--- config.mk ---
export PLATFORM = sky130hd
export DESIGN_NAME = sec_fw
export DESIGN_NICKNAME = d
export VERILOG_FILES = /design/src/rtl/secfw_pkg.sv /design/src/rtl/secfw_decode.sv /design/src/rtl/secfw_ctlreg.sv /design/src/rtl/secfw_gate.sv /design/src/rtl/sec_fw.sv
export SDC_FILE = /design/constraint.sdc
export NUM_CORES = 1
export LEC_CHECK = 0
export BUFFER_PORTS_ARGS = -buffer_cell sky130_fd_sc_hd__buf_2
export CORE_MARGIN = 2
export CORE_UTILIZATION = 31
export DETAILED_ROUTE_END_ITERATION = 7
export PLACE_DENSITY = 0.78
export SETUP_SLACK_MARGIN = 0.02
export SLEW_MARGIN = 20
export SYNTH_ARGS = -nofsm -noshare
export SYNTH_HDL_FRONTEND = slang
export SYNTH_SLANG_ARGS = --single-unit
export TNS_END_PERCENT = 5
--- constraint.sdc ---
create_clock -name clk -period 1.75 [get_ports clk]
set_clock_uncertainty 0.2 [all_clocks]
set_input_delay 0.0875 -clock clk [delete_from_list [all_inputs] [get_ports clk]]
set_output_delay 0.0875 -clock clk [all_outputs]
set_load 0.01 [all_outputs]
--- src/rtl/secfw_pkg.sv ---
package secfw_pkg;

  typedef enum logic [1:0] {
    LVL_NONSEC = 2'd0,
    LVL_LIGHT  = 2'd1,
    LVL_HEAVY  = 2'd2,
    LVL_RSVD   = 2'd3
  } sec_level_e;

  // Only the heavy level may remove restrictions; the reserved code
  // behaves like the non-secure level.
  function automatic logic level_is_heavy(input logic [1:0] lvl);
    return sec_level_e'(lvl) == LVL_HEAVY;
  endfunction

endpackage

--- src/rtl/secfw_decode.sv ---
module secfw_decode #(
  parameter int unsigned ADDR_W   = 12,
  parameter int unsigned PAGE_LSB = 8,
  parameter int unsigned NUM_WIN  = 4,
  parameter int unsigned CTL_PAGE = 4
) (
  input  logic [ADDR_W-1:0]  addr,
  output logic               ctl_hit,
  output logic [NUM_WIN-1:0] win_hit
);

  localparam int unsigned PAGE_W = ADDR_W - PAGE_LSB;

  logic [PAGE_W-1:0] page;
  logic [PAGE_LSB-1:0] offs_unused;

  assign page        = addr[ADDR_W-1:PAGE_LSB];
  assign offs_unused = addr[PAGE_LSB-1:0];
  assign ctl_hit     = (page == PAGE_W'(CTL_PAGE));

  // Filtered windows follow the control page, one page each.
  for (genvar g = 0; g < NUM_WIN; g++) begin : g_win
    assign win_hit[g] = (page == PAGE_W'(CTL_PAGE + 1 + g));
  end

  logic unused_ok;
  assign unused_ok = ^offs_unused;

endmodule

--- src/rtl/secfw_ctlreg.sv ---
module secfw_ctlreg #(
  parameter int unsigned NUM_WIN = 4
) (
  input  logic                 clk,
  input  logic                 rst_n,
  input  logic                 heavy,
  input  logic                 wr_en,
  input  logic [2*NUM_WIN-1:0] wr_val,
  output logic [2*NUM_WIN-1:0] ctl_q
);

  localparam int unsigned CTL_W = 2 * NUM_WIN;

  logic [CTL_W-1:0] ctl_d;

  // Next state: replace when heavy, otherwise accumulate only.
  always_comb begin
    ctl_d = ctl_q;
    if (wr_en) begin
      if (heavy) ctl_d = wr_val;
      else       ctl_d = ctl_q | wr_val;
    end
  end

  always_ff @(posedge clk or negedge rst_n) begin
    if (!rst_n)     ctl_q <= '0;
    else if (wr_en) ctl_q <= ctl_d;
  end

endmodule

--- src/rtl/secfw_gate.sv ---
module secfw_gate #(
  parameter int unsigned NUM_WIN = 4,
  parameter int unsigned DATA_W  = 32
) (
  input  logic                 clk,
  input  logic                 rst_n,
  input  logic                 req_valid,
  input  logic                 req_write,
  input  logic                 ctl_hit,
  input  logic [NUM_WIN-1:0]   win_hit,
  input  logic [2*NUM_WIN-1:0] ctl_q,
  input  logic [DATA_W-1:0]    dn_rdata,
  output logic                 fwd_en,
  output logic [DATA_W-1:0]    rsp_rdata,
  output logic                 violation
);

  logic [NUM_WIN-1:0] rd_off;
  logic [NUM_WIN-1:0] wr_off;
  logic [NUM_WIN-1:0] refuse_vec;
  logic               refused;
  logic               viol_d;

  assign rd_off = ctl_q[NUM_WIN-1:0];
  assign wr_off = ctl_q[2*NUM_WIN-1:NUM_WIN];

  always_comb begin
    refuse_vec = win_hit & (req_write ? wr_off : rd_off);
    refused    = |refuse_vec;
    fwd_en     = req_valid && !ctl_hit && !refused;
    if (ctl_hit)      rsp_rdata = DATA_W'(ctl_q);
    else if (refused) rsp_rdata = '0;
    else              rsp_rdata = dn_rdata;
    viol_d     = req_valid && refused;
  end

  always_ff @(posedge clk or negedge rst_n) begin
    if (!rst_n) violation <= 1'b0;
    else        violation <= viol_d;
  end

endmodule

--- src/rtl/sec_fw.sv ---
module sec_fw #(
  parameter int unsigned ADDR_W   = 12,
  parameter int unsigned DATA_W   = 32,
  parameter int unsigned PAGE_LSB = 8,
  parameter int unsigned NUM_WIN  = 4,
  parameter int unsigned CTL_PAGE = 4
) (
  input  logic              clk,
  input  logic              rst_n,
  input  logic [1:0]        sec_mode,
  input  logic              req_valid,
  input  logic              req_write,
  input  logic [ADDR_W-1:0] req_addr,
  input  logic [DATA_W-1:0] req_wdata,
  output logic [DATA_W-1:0] rsp_rdata,
  output logic              dn_valid,
  output logic              dn_write,
  output logic [ADDR_W-1:0] dn_addr,
  output logic [DATA_W-1:0] dn_wdata,
  input  logic [DATA_W-1:0] dn_rdata,
  output logic              violation
);

  localparam int unsigned CTL_W = 2 * NUM_WIN;

  logic               ctl_hit;
  logic [NUM_WIN-1:0] win_hit;
  logic [CTL_W-1:0]   ctl_q;
  logic               ctl_wr;
  logic               heavy;

  assign heavy  = secfw_pkg::level_is_heavy(sec_mode);
  assign ctl_wr = req_valid && req_write && ctl_hit;

  secfw_decode #(
    .ADDR_W(ADDR_W), .PAGE_LSB(PAGE_LSB), .NUM_WIN(NUM_WIN), .CTL_PAGE(CTL_PAGE)
  ) u_dec (
    .addr(req_addr), .ctl_hit(ctl_hit), .win_hit(win_hit)
  );

  secfw_ctlreg #(.NUM_WIN(NUM_WIN)) u_ctl (
    .clk(clk), .rst_n(rst_n), .heavy(heavy), .wr_en(ctl_wr),
    .wr_val(req_wdata[CTL_W-1:0]), .ctl_q(ctl_q)
  );

  secfw_gate #(.NUM_WIN(NUM_WIN), .DATA_W(DATA_W)) u_gate (
    .clk(clk), .rst_n(rst_n), .req_valid(req_valid), .req_write(req_write),
    .ctl_hit(ctl_hit), .win_hit(win_hit), .ctl_q(ctl_q), .dn_rdata(dn_rdata),
    .fwd_en(dn_valid), .rsp_rdata(rsp_rdata), .violation(violation)
  );

  assign dn_write = req_write;
  assign dn_addr  = req_addr;
  assign dn_wdata = req_wdata;

endmodule

Word level (Yosys, flattened, before mapping)
Index checks and enable logic that the tools add are counted.
{ "op_classes": {"n_reduce_logical": 8, "n_eq_ne": 6, "mux": 4, "bitwise_logic": 2} }
{ "op_table": {"columns": ["cell", "count"], "rows": [
  ["32-bit two-way mux", 2],
  ["4-bit by 3-bit equality test with 1-bit output (second input constant)", 4],
  ["8-bit two-way mux", 1],
  ["8-bit OR", 1],
  ["1-bit logical AND", 5],
  ["4-bit bitwise AND", 1],
  ["4-bit equality test (second input constant)", 1],
  ["4-bit two-way mux", 1],
  ["4-bit OR reduction", 1],
  ["2-bit equality test (second input constant)", 1],
  ["1-bit zero test", 2]
]} }
{ "totals": {"elab_cells": 22, "reg_bits": 9, "input_bits": 82} }

Depth between registers and ports, before layout
Gate-level depths: netlist (run 1).
{ "logic_depth": {"ltp_word": 5, "mapped_depth": 5} }

Cells and area by module
From an unflattened synthesis (run 1), not the netlist that was laid out.
{ "hier_totals": {"cells_unflattened": 142, "area_unflattened_um2": 1440.1} }
{ "modules_own_cells": {"columns": ["module", "seq_area_each_um2", "area_each_um2", "cells_each", "instances"], "rows": [
  ["secfw_gate", 25.0, 743.2, 72, 1],
  ["sec_fw", 0.0, 350.3, 47, 1],
  ["secfw_ctlreg", 200.2, 292.8, 18, 1],
  ["secfw_decode", 0.0, 53.8, 5, 1]
]} }

Worst setup path after synthesis (run 1)
No wires, ideal clock.
{ "synth_timing": {"kind": "register to output", "start": "register u_ctl.ctl_q[4]", "end": "output port rsp_rdata[15]", "setup_slack_ns": 0.129, "path_stages_with_launch": 5, "arrival_ns": 1.334, "cell_sequence": "dfrtp_1 > mux2i_1 > o22ai_1 > clkbuf_1 > nor4b_1"} }
{ "synth_between": {"elab_chain_cells": 5} }
{ "synth_lines": {"columns": ["item", "line", "text"], "rows": [
  ["from (decl)", "secfw_ctlreg.sv:9", "output logic [2*NUM_WIN-1:0] ctl_q"],
  ["from (signal assigned)", "secfw_ctlreg.sv:27", "else if (wr_en) ctl_q <= ctl_d;"],
  ["4-bit two-way mux", "secfw_gate.sv:28", "refuse_vec = win_hit & (req_write ? wr_off : rd_off);"],
  ["4-bit bitwise AND", "secfw_gate.sv:28", null],
  ["4-bit OR reduction", "secfw_gate.sv:29", "refused = |refuse_vec;"],
  ["32-bit two-way mux", "secfw_gate.sv:32", "else if (refused) rsp_rdata = '0;"],
  ["32-bit two-way mux", "secfw_gate.sv:31", "if (ctl_hit) rsp_rdata = DATA_W'(ctl_q);"],
  ["to (decl)", "sec_fw.sv:15", "output logic [DATA_W-1:0] rsp_rdata,"]
]} }
No other way between the ends.

Worst setup path in the final report (run 1)
{ "layout_timing": {"start": "register u_ctl.ctl_q[5]", "end": "output port rsp_rdata[27]"} }
Same word-level chain as after synthesis.

==> impl_results.md, run 1 <==
- Post-Synth Simple-Gate Area: 31.2%
- Slew HR: 76.6%
- Met2 WL: 2.37 mm
- # nets final: 320
- Post-Route WL: 4.41 mm
- CP startpoint: u_ctl.ctl_q[5]$_DFFE_PN0P_
- Placed cells: 239
- Hold/Removal Path Class: input pin to asynchronous set/reset pin
- Max Slew Vio Count: 0
- Root buffer cell: clkbuf_8
- Layout fillers: 318
- Initial antenna violation count: 0
- Final core occ: 58.9%
- # Post-CTS Setup Buffers: 0
- CP Class: flop to output pin
- Critical-path maximum fanout: 18
- Total core area: 3690 µm²
- Initial drt markers: 62
- Final ANT Viol Nets: 0
- M1 wire length: 1.61 mm
- Vias per cell: 5.12
- Die Wd: 66.1 µm
- First drt pass iteration count: 4
- CTS H-Tree Depth: 1
- RSZ-0062 raised after global routing: yes
- CP Launch Type: flop
- Final number of hold-violating endpoints: 0
- Reg2Reg Launch Point: u_ctl.ctl_q[5]$_DFFE_PN0P_
- Area post-placement: 1480 µm²
- Status: finished, violations left
- Clock Tree Buf Depth: 2
- Post-Synth Adder-Cell Area: 0%
- TritonCTS Buffers: 3
- Synth Area in Compound Gates: 13.1%
- Final Non-Filler Cells: 285
- Placer Congestion: 0.750
- Cell Rows: 22
- Height of the chip: 66.1 µm
- Final worst-path setup slack: -0.222 ns
- Mapped Nets: 221
- Wirelength per Cell: 15.5 µm
- VDD IR-drop max: 0.167 mV
- Clock sinks: 9
- Vias in the first global route: 1325
- Die area: 4370 µm²
- Mapped cell area: 1190 µm²
- Worst Tran Pin Value: 0.351 ns
- Seq/Total Area, Yosys: 18.8%
- Final Cell Area: 2170 µm²
- Fmax: 0.507 GHz
- Synth top area cells: buf_4 (30%), dfrtp_1 (19%), nor4b_1 (18%), a22o_1 (5.9%), nand2_1 (5.0%)
- Top routing layer used: met4
- Max-cap violation count: 0
- Worst reg2reg setup slack: 0.33 ns
- Yosys top cell area share: 29.5%
- Total track usage: 18.3%
- First-pass GRT wire length: 6.13 mm
- # DRC: 0
- Largest net degree at the start of global routing: 22
- CTS tree: built
- Worst-Skew Late Latency: 0.23 ns
- Yosys cell types: 22
- Req. time, crit path: 1.46 ns
- Area occupied by multi-input gates: 781 µm²
- Register area: 225 µm²
- Initial Util: 32.4%
- Pwr Total: 1.06 mW
- Final worst path period share: 113%
- Pleak: 1.06 nW
- Average size of a mapped cell: 8.60 µm²
- Arr. time, crit path: 1.68 ns
- Mapped Cells: 139
- Vias after detailed routing: 1459
- Gr ovfl total: 0
- Top cell type by total area after synthesis: buf_4
- Failing checks: negative setup slack
- Hold_ws: 0.0384 ns
- Synthesis-stage register bit count: 9
- Layout area overhead: 81.8%
- Final HPWL DP: 2.72 mm
- Setup violations, final: 33
- Port Buffer Count: 96
- Proportion of synthesized area in mux cells: 3.35%
- Cell area power density: 487 nW/µm²
- Synth warn: 0
- Largest family of logic cells by synthesized area: buffers and inverters
- IO Count: 161
- Layout cells sized above 1: 61.2%
- Crit. End Element: output pin
- Xor/xnor cell area share of the yosys netlist: 0%
- Met3 wire length: 330 µm
- Tmin final: 1.97 ns
- Worst-path clk slew: 0.05 ns
- Antenna fix cells: 0
-- per-stage QoR --
stage	worst slack, ns	setup TNS (ns)
2_1_floorplan	0.129	0
3_3_place_gp	-0.00177	-0.00177
3_5_place_dp	-0.00167	-0.00167
4_1_cts	-0.178	-4.50
5_1_grt	-0.269	-7.03
6_report	-0.222	-4.33
-- final timing paths --
kind                                                    to  cells past startpoint
min in group clk                u_ctl.ctl_q[3]$_DFFE_PN0P_                      5
worst min register to register  u_ctl.ctl_q[6]$_DFFE_PN0P_                      1
max in group asynchronous       u_ctl.ctl_q[5]$_DFFE_PN0P_                      2
worst max register to register  u_gate.violation$_DFF_PN0_                      4
worst max-delay path                         rsp_rdata[27]                      5
worst min-delay path            u_ctl.ctl_q[4]$_DFFE_PN0P_                      2
-- cell usage in the layout (no fill, tap or decap), drive strengths merged --
cell         synthesis  final
nand2               16     16
nor2b                1      1
and3                 1      1
dlygate4sd3          0     42
mux2i                4      4
nor4b               26     26
dfrtp                9      9
or4b                 2      2
o31ai                8      8
nand4bb              2      2
nand4                1      1
clkbuf               6      4
nand4b               1      1
buf                 51    109
a22o                 8      8
o22ai                2      2
o21a                 1      1
-- kinds of logic after synthesis --
logic type / after synthesis
buf+inv: 57
simple gates: 50
compound gates: 19
flops: 9
mux: 4
-- synthesized netlist by cell type, drive strengths merged --
| cell type | number |
|---|---|
| o22ai | 2 |
| or4b | 2 |
| nor2b | 1 |
| clkbuf | 6 |
| nand4 | 1 |
| nand4b | 1 |
| dfrtp | 9 |
| a22o | 8 |
| and3 | 1 |
| buf | 51 |
| o21a | 1 |
| mux2i | 4 |
| o31ai | 8 |
| nand4bb | 2 |
| nand2 | 16 |
| nor4b | 26 |
-- what timing repair did --
action / 4_1_cts / 5_1_grt
hold buffers: 42 / 0
pin swaps: 6 / 2
setup endpoints to repair: 33 / 33
resized for setup: 24 / 15
hold endpoints to repair: 50 / 0
-- worst max-delay path, stage by stage (launching register included) --
cell     delay (ns)
dfrtp_1        0.40
mux2i_1        0.18
o22ai_2        0.17
buf_12         0.20
nor4b_1        0.31
buf_2          0.19
-- routing by layer --
metal / track usage [%] / vias up
met2: 34.4 / 96
met3: 2.56 / 10
met4: 6.63 / 0
met5: 0 / -
li1: - / 666
met1: 20.7 / 687
-- report_power, final --
group	switching [mW]	internal, mW
Clock	0.0803	0.159
Sequential	0.0338	0.247
Combinational	0.237	0.302
Total	0.351	0.707
-- sequential cells by signal, summed over array words and instances (netlist names) --
name              flops
u_ctl.ctl_q           8
u_gate.violation      1
-- layout make-up --
cell class | count | share of cell area (%)
well taps | 48 | 2.76
flip-flops and latches | 9 | 10.4
multi-input cells | 73 | 35.9
clock buffers | 4 | 2.07
repair buffers | 151 | 48.8
Note: power is estimated with default switching activity, not from simulation.
==> run 2, diff against run 1 <==
- BUFFER_PORTS_ARGS: -buffer_cell sky130_fd_sc_hd__buf_2 -> default
- CORE_AREA: default -> 2 2 62 64
- CORE_MARGIN: 2 -> default
- CORE_UTILIZATION: 31 -> default
- DIE_AREA: default -> 0 0 64 66
- DONT_BUFFER_PORTS: default -> 1
- HOLD_SLACK_MARGIN: default -> 0.03
- PLACE_DENSITY: 0.78 -> 0.53
- SYNTH_HIERARCHICAL: default -> 1
==> impl_results.md, run 2 <==
- Worst reg2reg setup slack: 0.05 ns (-0.28 ns)
- Layout area overhead: 57.5%
- # DRC: 0 (unchanged)
- Tmin final: 2.14 ns (+0.165 ns)
- Post-Synth Adder-Cell Area: 0% (unchanged)
- Mapped Cells: 142 (+2.2%)
- Vias after detailed routing: 1232 (-16%)
- Post-synth EDFFs: 0 (unchanged)
- Slew HR: 73.4% (-3.2 points)
- CP startpoint: u_ctl/ctl_q[2]$_DFFE_PN0P_
- Final worst-path setup slack: -0.387 ns (-0.165 ns)
- Clock Tree Buf Depth: 2 (unchanged)
- Reg2Reg Depth: 4 (unchanged)
- Synth warn: 6 (+6)
- CTS H-Tree Depth: 1 (unchanged)
- Root buffer cell: clkbuf_4
- Total core area: 3550 µm² (-3.7%)
- Largest regs: u_ctl/ctl_q (8), u_gate/violation (1)
- Final worst path period share: 122% (+9.4 points)
- Req. time, crit path: 1.46 ns (about the same)
- Top FF cell, synth: dfrtp_1
- Mapped Nets: 224 (+1.4%)
- Status: finished, violations left
- Cell area power density: 482 nW/µm² (-1.1%)
- Worst-path clk slew: 0.06 ns (about the same)
- Antenna fix cells: 0 (unchanged)
- Top reg by flops: u_ctl/ctl_q
- Largest net degree at the start of global routing: 25 (+14%)
- WP buf/inv: 2 (unchanged)
- Fmax: 0.468 GHz (-7.7%)
- Top cell type by total area after synthesis: nor4b_2
- Vias in the first global route: 1182 (-11%)
- Port Buffer Count: 0 (-100%)
- Critical-path maximum fanout: 5 (-13)
- First-pass GRT wire length: 5.76 mm (-6.1%)
- Final ANT Viol Nets: 0 (unchanged)
- Vias per cell: 5.24 (+2.4%)
- GR Layer Usage met3: 2.73% (+0.17 points)
- Proportion of synthesized area in mux cells: 3.39% (+0.038 points)
- Most common cell after layout, fill and taps aside: dlygate4sd3_1
- Height of the chip: 66 µm (-0.13%)
- Xor/xnor cell area share of the yosys netlist: 0% (unchanged)
- Most instantiated cells after synthesis: buf_4 (45), nor4b_2 (23), a22o_1 (10), inv_1 (10), dfrtp_1 (9)
- Largest family of logic cells by synthesized area: buffers and inverters
- TritonCTS Buffers: 3 (unchanged)
- Initial Util: 40.6% (+8.2 points)
- Largest delay contributor family on the critical path: flip-flops
- CP peak stage delay: 0.38 ns (-0.02 ns)
- Max-cap violation count: 0 (unchanged)
- Hold/Removal Path Class: input pin to output pin
- RSZ-0062 raised after global routing: yes
- Total track usage: 17.3% (-1.1 points)
- Post-Route WL: 4.31 mm (-2.2%)
- Synth top area cells: nor4b_2 (24%), buf_4 (23%), dfrtp_1 (16%), a22o_1 (6.1%), buf_6 (5.5%)
- Pleak: 1.04 nW (-1.6%)
- Initial drt markers: 29 (-53%)
- Die area: 4220 µm² (-3.3%)
- Crit path to: rsp_rdata[14]
- Worst reg2reg endpoint: u_ctl/ctl_q[2]$_DFFE_PN0P_
- CP Launch Type: flop
- Wirelength per Cell: 18.3 µm (+19%)
- Final core occ: 63.9% (+5.0 points)
- Yosys top cell area share: 24.0% (-5.5 points)
- Initial antenna violation count: 0 (unchanged)
- VDD IR-drop max: 0.356 mV (+110%)
- Average size of a mapped cell: 10.1 µm² (+18%)
- Most frequent cells in the layout: dlygate4sd3_1 (56), buf_4 (36), nor4b_4 (15), inv_1 (10)
- Placer Congestion: 0.746 (-0.56%)
- Async set-reset flop share out of synthesis: 100% (unchanged)
- Clock sinks: 9 (unchanged)
- Post-Synth Simple-Gate Area: 33.2% (+2.0 points)
- Setup violations, final: 33 (unchanged)
- Number of cells on the critical path: 5 (unchanged)
- IO Count: 161 (unchanged)
- Synth Area in Compound Gates: 13.6% (+0.46 points)
- Arr. time, crit path: 1.85 ns (+0.17 ns)
- Seq/Total Area, Yosys: 15.6% (-3.2 points)
- GRT met1 Usage: 19.5% (-1.2 points)
- # nets final: 270 (-16%)
- Mapped cell area: 1440 µm² (+21%)
- Yosys cell types: 24 (+9.1%)
- Cell Rows: 22 (unchanged)
- Hold_ws: 0.0933 ns (+0.0550 ns)
- Met2 usage: 32.9% (-1.4 points)
- First drt pass iteration count: 4 (unchanged)
- Synthesis-stage register bit count: 9 (unchanged)
- Gr ovfl total: 0 (unchanged)
- Layout cells sized above 1: 48.1% (-13 points)
- Worst Tran Pin Value: 0.394 ns (+0.0431 ns)
- Worst-Skew Late Latency: 0.26 ns (+0.03 ns)
- Final HPWL DP: 2.85 mm (+5.0%)
- Final number of hold-violating endpoints: 0 (unchanged)
- Most frequent cell after synthesis: buf_4
- Worst path slowest cell: dfrtp_1
- CP Class: flop to output pin
- Max FFs per register: 8 (unchanged)
- CTS tree: built
- Die Wd: 64 µm (-3.2%)
- Pre-CTS WS: -0.166 ns (-0.164 ns)
- Layout fillers: 289 (-9.1%)
- Reg2Reg Launch Point: u_ctl/ctl_q[2]$_DFFE_PN0P_
- Crit. End Element: output pin
- Pwr Total: 1.09 mW (+3.3%)
- Crit path cell chain: mux2_4 > a22o_4 > clkbuf_16 > nor4b_4 > buf_4
- Max Slew Vio Count: 0 (unchanged)
- Layer with the highest usage: met2
- Failing checks: negative setup slack
-- run 2: area by class of cell --
class                   count  area [µm²]  area share (%)
repair buffers             99         967            42.6
multi-input cells          65         952            42.0
flip-flops and latches      9         225            9.93
well taps                  48        60.1            2.65
inverters                  10        37.5            1.65
clock buffers               4        26.3            1.16
-- run 2: layer usage --
metal / wire length (µm) / up-vias / share of wire [%]
li1: - / 564 / -
met1: 1480 / 578 / 34
met2: 2480 / 85 / 57
met3: 330 / 5 / 7.7
met4: 29 / 0 / 0.67
met5: 0 / - / 0
-- run 2: cells by family (layout without fill, tap and decap cells) --
kind of cell           Yosys count  in the layout
DFF                              9              9
AOI/OAI and AO/OA               19             20
muxes                            4              4
and+or+nand+nor                 41             41
buffers and inverters           69            113
-- run 2: how the worst min path moves through the flow --
stage,startpoint,end,cells past startpoint
6_report,dn_rdata[10],rsp_rdata[10],1
3_3_place_gp,rst_n,u_ctl/ctl_q[0]$_DFFE_PN0P_,0
5_1_grt,dn_rdata[11],rsp_rdata[11],1
3_5_place_dp,rst_n,u_ctl/ctl_q[3]$_DFFE_PN0P_,0
2_1_floorplan,rst_n,u_ctl/ctl_q[0]$_DFFE_PN0P_,0
4_1_cts,dn_rdata[27],rsp_rdata[27],1
-- run 2: what timing repair did --
action / in CTS / in global routing
pin swaps: 2 / 3
buffers inserted: 0 / 1
hold buffers: 56 / 0
resized for setup: 10 / 18
endpoints found under the setup margin: 33 / 36
cloned: 0 / 2
hold endpoints to repair: 63 / 0
-- run 2: stage by stage --
stage | std cells | TNS (ns) | instance area, µm²
global route | 235 | -12.93 | 2270
global placement | 172 | -1.74 | 1440
CTS | 232 | -10.48 | 2090
finish | 235 | -10.56 | 2270
detailed placement | 172 | -2.89 | 1440
floorplan | 142 | -0.364 | 1490
-- run 2: report_power, final --
group | switching [mW] | leakage, nW | internal, mW
Sequential | 0.0233 | 0.115 | 0.246
Clock | 0.0720 | 0.0150 | 0.0878
Combinational | 0.262 | 0.913 | 0.403
